`src/rtl/evt_stamp_pkg.sv`:
```
package evt_stamp_pkg;

    typedef enum logic [1:0] {
        PS_RUN     = 2'd0,
        PS_HALT    = 2'd1,
        PS_STOPCLK = 2'd2,
        PS_SLEEP   = 2'd3
    } pwr_state_e;

    typedef enum logic {
        MODE_CORE  = 1'b0,
        MODE_CONST = 1'b1
    } inc_mode_e;

endpackage

```
`src/rtl/evt_stamp_ctl.sv`:
```
module evt_stamp_ctl
    import evt_stamp_pkg::*;
#(
    parameter int RATIO_W = 6
) (
    input  logic               clk,
    input  logic               rst_n,
    input  logic               halt,
    input  logic               stop_req,
    input  logic               sleep_req,
    input  logic               mode_in,
    input  logic [RATIO_W-1:0] ratio_in,
    input  logic               guard_in,
    output inc_mode_e          mode_q,
    output logic [RATIO_W-1:0] ratio_q,
    output logic               guard_q,
    output logic               count_en
);

    pwr_state_e state_q, state_d;

    // next-state logic, priority sleep > stop-clock > halt
    always_comb begin
        state_d = state_q;
        unique case (state_q)
            PS_RUN: begin
                if (sleep_req)     state_d = PS_SLEEP;
                else if (stop_req) state_d = PS_STOPCLK;
                else if (halt)     state_d = PS_HALT;
            end
            PS_HALT: begin
                if (sleep_req)     state_d = PS_SLEEP;
                else if (stop_req) state_d = PS_STOPCLK;
                else if (!halt)    state_d = PS_RUN;
            end
            PS_STOPCLK: begin
                if (sleep_req)     state_d = PS_SLEEP;
                else if (!stop_req) state_d = halt ? PS_HALT : PS_RUN;
            end
            PS_SLEEP: begin
                if (!sleep_req) begin
                    if (stop_req)  state_d = PS_STOPCLK;
                    else if (halt) state_d = PS_HALT;
                    else           state_d = PS_RUN;
                end
            end
            default: state_d = PS_RUN;
        endcase
    end

    always_ff @(posedge clk) begin
        if (!rst_n) state_q <= PS_RUN;
        else        state_q <= state_d;
    end

    // outputs: counting continues in every state but deep sleep
    always_comb begin
        count_en = 1'b1;
        unique case (state_q)
            PS_RUN, PS_HALT, PS_STOPCLK: count_en = 1'b1;
            PS_SLEEP:                    count_en = 1'b0;
            default:                     count_en = 1'b1;
        endcase
    end

    // configuration follows the inputs only while reset is held
    always_ff @(posedge clk) begin
        if (!rst_n) begin
            mode_q  <= inc_mode_e'(mode_in);
            ratio_q <= ratio_in;
            guard_q <= guard_in;
        end
    end


    cfg_hold_chk: assert property (@(posedge clk) disable iff (!rst_n)
        $past(rst_n) |-> ($stable(mode_q) && $stable(ratio_q) && $stable(guard_q)));


    sleep_enter_chk: assert property (@(posedge clk) disable iff (!rst_n)
        ($past(rst_n) && $past(sleep_req)) |-> !count_en);

endmodule

```
`src/rtl/evt_stamp_accum.sv`:
```
module evt_stamp_accum
    import evt_stamp_pkg::*;
#(
    parameter int CNT_W   = 64,
    parameter int RATIO_W = 6
) (
    input  logic               clk,
    input  logic               rst_n,
    input  logic               count_en,
    input  inc_mode_e          mode,
    input  logic [RATIO_W-1:0] ratio,
    input  logic               core_tick,
    input  logic               bus_tick,
    input  logic               wr_en,
    input  logic [CNT_W-1:0]   wr_data,
    output logic [CNT_W-1:0]   cnt_q,
    output logic               wrap_q
);

    localparam logic [CNT_W-1:0] ONE = {{(CNT_W-1){1'b0}}, 1'b1};

    logic [CNT_W-1:0] step;
    logic [CNT_W:0]   sum;

    always_comb begin
        step = '0;
        if (mode == MODE_CONST) begin
            if (bus_tick) step = {{(CNT_W-RATIO_W){1'b0}}, ratio};
        end else begin
            if (core_tick) step = ONE;
        end
        sum = {1'b0, cnt_q} + {1'b0, step};
    end

    always_ff @(posedge clk) begin
        if (!rst_n) begin
            cnt_q  <= '0;
            wrap_q <= 1'b0;
        end else begin
            wrap_q <= 1'b0;
            if (wr_en) begin
                cnt_q <= wr_data;
            end else if (count_en) begin
                cnt_q  <= sum[CNT_W-1:0];
                wrap_q <= sum[CNT_W];
            end
        end
    end


    wr_load_chk: assert property (@(posedge clk) disable iff (!rst_n)
        wr_en |=> (cnt_q == $past(wr_data)));


    sleep_hold_chk: assert property (@(posedge clk) disable iff (!rst_n)
        (!count_en && !wr_en) |=> $stable(cnt_q));


    wrap_dir_chk: assert property (@(posedge clk) disable iff (!rst_n)
        wrap_q |-> (cnt_q < $past(cnt_q)));


    core_step_chk: assert property (@(posedge clk) disable iff (!rst_n)
        (count_en && !wr_en && mode == MODE_CORE && core_tick && !(&cnt_q))
        |=> (cnt_q == $past(cnt_q) + ONE));

endmodule

```
`src/rtl/evt_stamp_rdport.sv`:
```
module evt_stamp_rdport #(
    parameter int CNT_W = 64
) (
    input  logic             clk,
    input  logic             rst_n,
    input  logic             guard,
    input  logic             user_mode,
    input  logic             rd_req,
    input  logic [CNT_W-1:0] cnt,
    output logic             rd_valid,
    output logic [CNT_W-1:0] rd_data,
    output logic             rd_fault
);

    logic deny;
    assign deny = guard & user_mode;

    always_ff @(posedge clk) begin
        if (!rst_n) begin
            rd_valid <= 1'b0;
            rd_data  <= '0;
            rd_fault <= 1'b0;
        end else begin
            rd_valid <= rd_req;
            rd_fault <= rd_req & deny;
            rd_data  <= (rd_req && !deny) ? cnt : '0;
        end
    end


    deny_zero_chk: assert property (@(posedge clk) disable iff (!rst_n)
        rd_fault |-> (rd_valid && rd_data == '0));


    rd_resp_chk: assert property (@(posedge clk) disable iff (!rst_n)
        rd_req |=> rd_valid);

endmodule

```
`src/rtl/evt_stamp_top.sv`:
```
module evt_stamp_top
    import evt_stamp_pkg::*;
#(
    parameter int CNT_W   = 64,
    parameter int RATIO_W = 6
) (
    input  logic               clk,
    input  logic               rst_n,
    input  logic               core_tick,
    input  logic               bus_tick,
    input  logic               halt,
    input  logic               stop_req,
    input  logic               sleep_req,
    input  logic               mode_sel,
    input  logic [RATIO_W-1:0] ratio_cfg,
    input  logic               rd_guard,
    input  logic               user_mode,
    input  logic               wr_en,
    input  logic [CNT_W-1:0]   wr_data,
    input  logic               rd_req,
    output logic               rd_valid,
    output logic [CNT_W-1:0]   rd_data,
    output logic               rd_fault,
    output logic               wrap_pulse
);

    inc_mode_e          mode_q;
    logic [RATIO_W-1:0] ratio_q;
    logic               guard_q;
    logic               count_en;
    logic [CNT_W-1:0]   cnt;

    evt_stamp_ctl #(.RATIO_W(RATIO_W)) u_ctl (
        .clk      (clk),
        .rst_n    (rst_n),
        .halt     (halt),
        .stop_req (stop_req),
        .sleep_req(sleep_req),
        .mode_in  (mode_sel),
        .ratio_in (ratio_cfg),
        .guard_in (rd_guard),
        .mode_q   (mode_q),
        .ratio_q  (ratio_q),
        .guard_q  (guard_q),
        .count_en (count_en)
    );

    evt_stamp_accum #(.CNT_W(CNT_W), .RATIO_W(RATIO_W)) u_accum (
        .clk      (clk),
        .rst_n    (rst_n),
        .count_en (count_en),
        .mode     (mode_q),
        .ratio    (ratio_q),
        .core_tick(core_tick),
        .bus_tick (bus_tick),
        .wr_en    (wr_en),
        .wr_data  (wr_data),
        .cnt_q    (cnt),
        .wrap_q   (wrap_pulse)
    );

    evt_stamp_rdport #(.CNT_W(CNT_W)) u_rd (
        .clk      (clk),
        .rst_n    (rst_n),
        .guard    (guard_q),
        .user_mode(user_mode),
        .rd_req   (rd_req),
        .cnt      (cnt),
        .rd_valid (rd_valid),
        .rd_data  (rd_data),
        .rd_fault (rd_fault)
    );

endmodule

```
`config.mk`:
```
export PLATFORM = sky130hd
export DESIGN_NAME = evt_stamp_top
export DESIGN_NICKNAME = d
export VERILOG_FILES = /design/src/rtl/evt_stamp_pkg.sv /design/src/rtl/evt_stamp_ctl.sv /design/src/rtl/evt_stamp_accum.sv /design/src/rtl/evt_stamp_rdport.sv /design/src/rtl/evt_stamp_top.sv
export SDC_FILE = /design/constraint.sdc
export NUM_CORES = 1
export LEC_CHECK = 0
export ABC_CLOCK_PERIOD_IN_PS = 8300
export BUFFER_PORTS_ARGS = -buffer_cell sky130_fd_sc_hd__buf_2
export CAP_MARGIN = 5
export CORE_UTILIZATION = 40
export DETAILED_ROUTE_END_ITERATION = 10
export SLEW_MARGIN = 20
export SYNTH_ARGS = -nofsm -noshare
export SYNTH_HDL_FRONTEND = slang
export SYNTH_HIERARCHICAL = 1
export SYNTH_SLANG_ARGS = --single-unit
```
`constraint.sdc`:
```
create_clock -name clk -period 8.3 [get_ports clk]
set_clock_uncertainty 0.2 [all_clocks]
set_input_delay 0 -clock clk [delete_from_list [all_inputs] [get_ports clk]]
set_output_delay 0 -clock clk [all_outputs]
set_load 0.01 [all_outputs]
```
# == After elaboration in Yosys (flattened, before gate mapping) ==
# Index checks and enable logic that the tools add are counted.
# classes
n_addsub,1
n_eq_ne,7
mux,18
bitwise,4
n_reduce_logical,8
# ops
cell,n
two-way mux 64 bit,3
adder 64 x 64 -> 65 bit,1
two-way mux 2 bit,10
!= test 4 bit (second input constant),2
case mux 2 bit (4 select lines),1
two-way mux 6 bit,1
OR reduction 3 bit,2
== test 2 bit (second input constant),2
AND reduction 4 bit,1
!= test 3 bit (second input constant),1
bitwise AND 1 bit,2
== test 2 x 1 -> 1 bit (second input constant),1
logical NOT 2 bit,1
two-way mux 1 bit,2
!= test 2 bit (second input constant),1
NOT 1 bit,2
case mux 1 bit (2 select lines),1
AND reduction 2 bit,1
nonzero test 2 bit,1
logical AND 1 bit,1
logical NOT 1 bit,1
# word_totals
register_bits,141
input_bits,82

# == Longest topological paths before layout ==
# logic_depth
word_depth,5
ltp_mapped,11
ltp_nobuf,9

# == Modules after synthesis ==
# Netlist, hierarchy kept.
# modules_own_cells
module,n_inst,cells_per_inst,area_per_inst_um2,seq_area_each_um2
evt_stamp_accum,1,569,4316.6,1301.2
evt_stamp_rdport,1,148,2243.4,1321.3
evt_stamp_ctl,1,16,309.0,280.3

# == Least setup slack after synthesis ==
# OpenSTA, ideal clock, no wires.
# synth_path
path_type,register to register
startpoint,reg u_ctl.mode_q
endpoint,reg u_accum.cnt_q[40]
arrival_ps,2595
slack_ps,5387
path_stages_with_launch,12
n_path_buf,2
period_less_slack_ps,2913
path_cell_list,edfxtp_1 -> nand3_1 -> o21ai_0 -> ha_1 -> fa_1 -> a211oi_1 -> o21ai_0 -> nand2_1 -> clkbuf_1 -> clkbuf_1 -> o31ai_1 -> o2111a_1
# synth_between
elab_chain_len,4
# synth_rtl
element,line_no,rtl
"start, declared",evt_stamp_ctl.sv:14,"output inc_mode_e mode_q,"
"start signal, assigned",evt_stamp_ctl.sv:69,mode_q <= inc_mode_e'(mode_in);
two-way mux 64 bit,evt_stamp_accum.sv:27,if (mode == MODE_CONST) begin
adder 64 x 64 -> 65 bit,evt_stamp_accum.sv:32,"sum = {1'b0, cnt_q} + {1'b0, step};"
two-way mux 64 bit,evt_stamp_accum.sv:43,end else if (count_en) begin
two-way mux 64 bit,evt_stamp_accum.sv:41,if (wr_en) begin
"end signal, assigned",evt_stamp_accum.sv:42,cnt_q <= wr_data;
"end signal, assigned",evt_stamp_accum.sv:44,cnt_q <= sum[CNT_W-1:0];
"end, declared",evt_stamp_accum.sv:16,"output logic [CNT_W-1:0] cnt_q,"
# No other way between the ends. The select of a mux whose other input is x is not followed.
# A chain may end at the register's enable or synchronous reset.

# == Final worst setup path ==
# layout_path
startpoint,reg u_ctl.mode_q
endpoint,reg u_accum.cnt_q[38]
# The elaborated chain is that of the path after synthesis.

==> results.toml <==
[synthesis]
syn_nets = 822
yosysSeqAreaShare_pct = 42.3
synth.cell_area_um2 = 6870
synthCells = 733
synth_common_cells = "dfxtp_1 (133), o21ai_0 (67), nor3b_2 (50)"
ys.flop_type = "dfxtp_1"
synth_edf_count = 8
synth_seq_cells = 141
synthArstFlopShare_pct = 0
netlist.area_leader.share_pct = 38.8
synth.most_common_cell = "dfxtp_1"
avgSynthCellArea_um2 = 9.37
synth_cell_types = 66
ys.warnings.count = 6
synth.top_cells.by_area = "dfxtp_1 (39%), nor3b_2 (9.1%), o21ai_0 (4.9%)"
post-synth-top-area-cell = "dfxtp_1"

[global_routing]
antenna_found_initial = 0
use_met1_pct = 29.2
grt_usage_pct = 22.3
grtUsageMet3_pct = 4.10
grt.busiest_layer = "met2"
global_route.usage.met2_pct = 36.5
grt_max_degree = 94
first_global_vias = 5892
globalRouteOverflowTotal = 0
grt_pass1_wl_mm = 30.6

[cells_and_area]
fillers = 1564
n_antenna_cell = 0
multi_input_area_um2 = 3590
area_growth_pct = 31.2
finalNonFillerCells = 1153
regArea_um2 = 2900
final_cell_area_um2 = 9010
nets = 1009
drive_above_1_share_pct = 26.5

[routing]
drcViolationCount = 0
drtIter0Drc = 438
wl_per_cell_um = 17.0
postRouteAntennaNets = 0
dr_total_vias = 6360
routed_wl_mm = 19.6
drt_first_pass_iters = 5
viasPerCell = 5.52

[placed_design]
placedInstanceArea_um2 = 7580
hpwl_mm = 12.5
placed_cells = 1046
place_congestion = 0.823
post-place-ws_ps = 4680
port_buffers = 148

[setup_path]
cp-start-kind = "flip-flop"
crit_path_frequent_cell = "nor2_1"
arrival_ps = 3790
crit_path_max_fanout = 23
crit_required_ps = 8420
path_cells = "and3_1 -> ha_1 -> nor2_1 -> nor2_1 -> nand2_1 -> or4_1 -> o2111a_1"
max_stage_delay_ps = 650
worst-setup-path-type = "reg -> reg"
critPathSlowestCell = "nand2_1"
path_buf_inv = 0
critPathTopFamily = "simple AND/OR/NAND/NOR gates"
crit_path_end_kind = "flip-flop"

[clocking]
h-tree-depth = 4
cts_buffers = 17
clock-sinks = 141
cts_buffer_depth = 2
clkLatencyLatePin_ps = 430
clockRootBuffer = "clkbuf_16"
clk_transition_reported_paths_ps = 60
cts_tree = "done"

[sta]
finalSetupViolCount = 0
finalHoldViolations = 0
fin_tns_setup_ps = 0
fmax_ghz = 0.272
period_share_pct = 44.2
grt_setup_unrepaired = "false"
tightest_slew_ps = 1090
post-route-min-period_ps = 3670
setup_ws_ps = 4630
slew_headroom_pct = 27.4
slew_violations = 0
hold-worst-slack_ps = 34.9

[floorplanning]
ioPinCount = 149
dieArea_um2 = 17700
start_util_pct = 41.1
rows = 47
die_w_um = 133
core-area_um2 = 16700
fp.dieH_um = 133

[hold_path]
holdCritPathClass = "in -> reg"

[power]
power_density_nw_per_um2 = 202
p_leak_nw = 3.50
vdd_ir_drop_max_mv = 0.147

[outcome]
outcome = "complete, no violations"

[job]
maxCapViolCount = 0
placed cells by master, fill, tap and decap left out, types with 4 or more instances in the layout:
cell type,count
o211a_1,4
ha_1,6
nor4b_1,8
nor3b_2,50
a31oi_1,13
edfxtp_1,8
xnor2_1,7
nor2_1,40
nand4_1,19
and3_1,18
dlygate4sd3_1,75
nand2b_1,4
nand3_1,37
bufinv_16,6
dfxtp_1,133
clkbuf_16,17
nor4_1,13
nor2b_1,9
or3_1,9
a211oi_1,15
a311oi_1,7
buf_4,4
xor2_1,4
nor3b_1,24
o31ai_1,10
nand2_1,34
and4_1,14
mux2i_1,4
o211ai_1,4
o21ai_0,67
nor3_1,21
or4_1,16
a21oi_1,22
buf_2,148
inv_1,11
power breakdown:
group	total, W	leakage (nW)	internal, W	switching (W)
Sequential	0.000751	1.17	0.000718	0.0000329
Combinational	0.000188	2.00	0.0000908	0.0000971
Clock	0.000879	0.333	0.000587	0.000293
layer usage:
metal | routed length [um] | up-vias
met5 | 0 | -
met4 | 284 | 0
met3 | 921 | 23
met2 | 9280 | 192
met1 | 9150 | 3006
li1 | - | 3139
per-stage QoR:
| step | total power (W) | utilization, % |
|---|---|---|
| after global routing | 0.00189 | 54.0 |
| after floorplan | 0.000873 | - |
| after CTS | 0.00184 | 54.0 |
| after detailed placement | 0.000924 | 45.4 |
| final | 0.00182 | 54.0 |
| after global placement | 0.000924 | 45.4 |
cell type report:
class	instances	area share, %
clock buffers	21	5.22
clock inverters	11	2.35
inverters	12	0.500
multi-input cells	521	39.8
flip-flops and latches	141	32.2
well taps	220	3.05
repair buffers	227	16.9
path summary, 6_finish.rpt:
check | from | end | slack (ps) | cells after the start
worst max-delay path | u_ctl/mode_q | u_accum/cnt_q[38] | 4630 | 7
worst min-delay path | core_tick | u_accum/cnt_q[0] | 30 | 8
worst max register to register | u_ctl/mode_q | u_accum/cnt_q[38] | 4630 | 7
worst min register to register | u_accum/cnt_q[63] | u_accum/wrap_q | 300 | 2
worst min-delay path, cell delays in order:
cell and delay (ps):
buf_2 70, inv_1 30, o21ai_0 150, ha_1 120, mux2i_1 60, nor2_1 80
a21oi_1 50, nor2_1 70
sequential cells by signal, summed over array words and instances (netlist names):
register and count:
u_rd/rd_data 64, u_accum/cnt_q 64, u_rd/rd_valid 1, u_ctl/state_q 2
u_accum/wrap_q 1, u_ctl/mode_q 1, u_ctl/guard_q 1, u_ctl/ratio_q 6
u_rd/rd_fault 1
cell families after synthesis:
logic type / after synthesis / share of synthesized area (%)
AND/OR/NAND/NOR: 332 / 32.9
adder cells (fa/ha/maj): 7 / 1.38
AO/OA/AOI/OAI: 167 / 15.6
XOR/XNOR: 11 / 1.40
multiplexers: 4 / 0.583
buffers and inverters: 71 / 5.85
flip-flops: 141 / 42.3
timing repair:
item	in CTS	in global routing
endpoints found under the hold margin	74	0
resized for setup	0	0
hold buffers	75	0
buffers inserted	0	0
No activity file was read; power rests on OpenSTA's default activity.
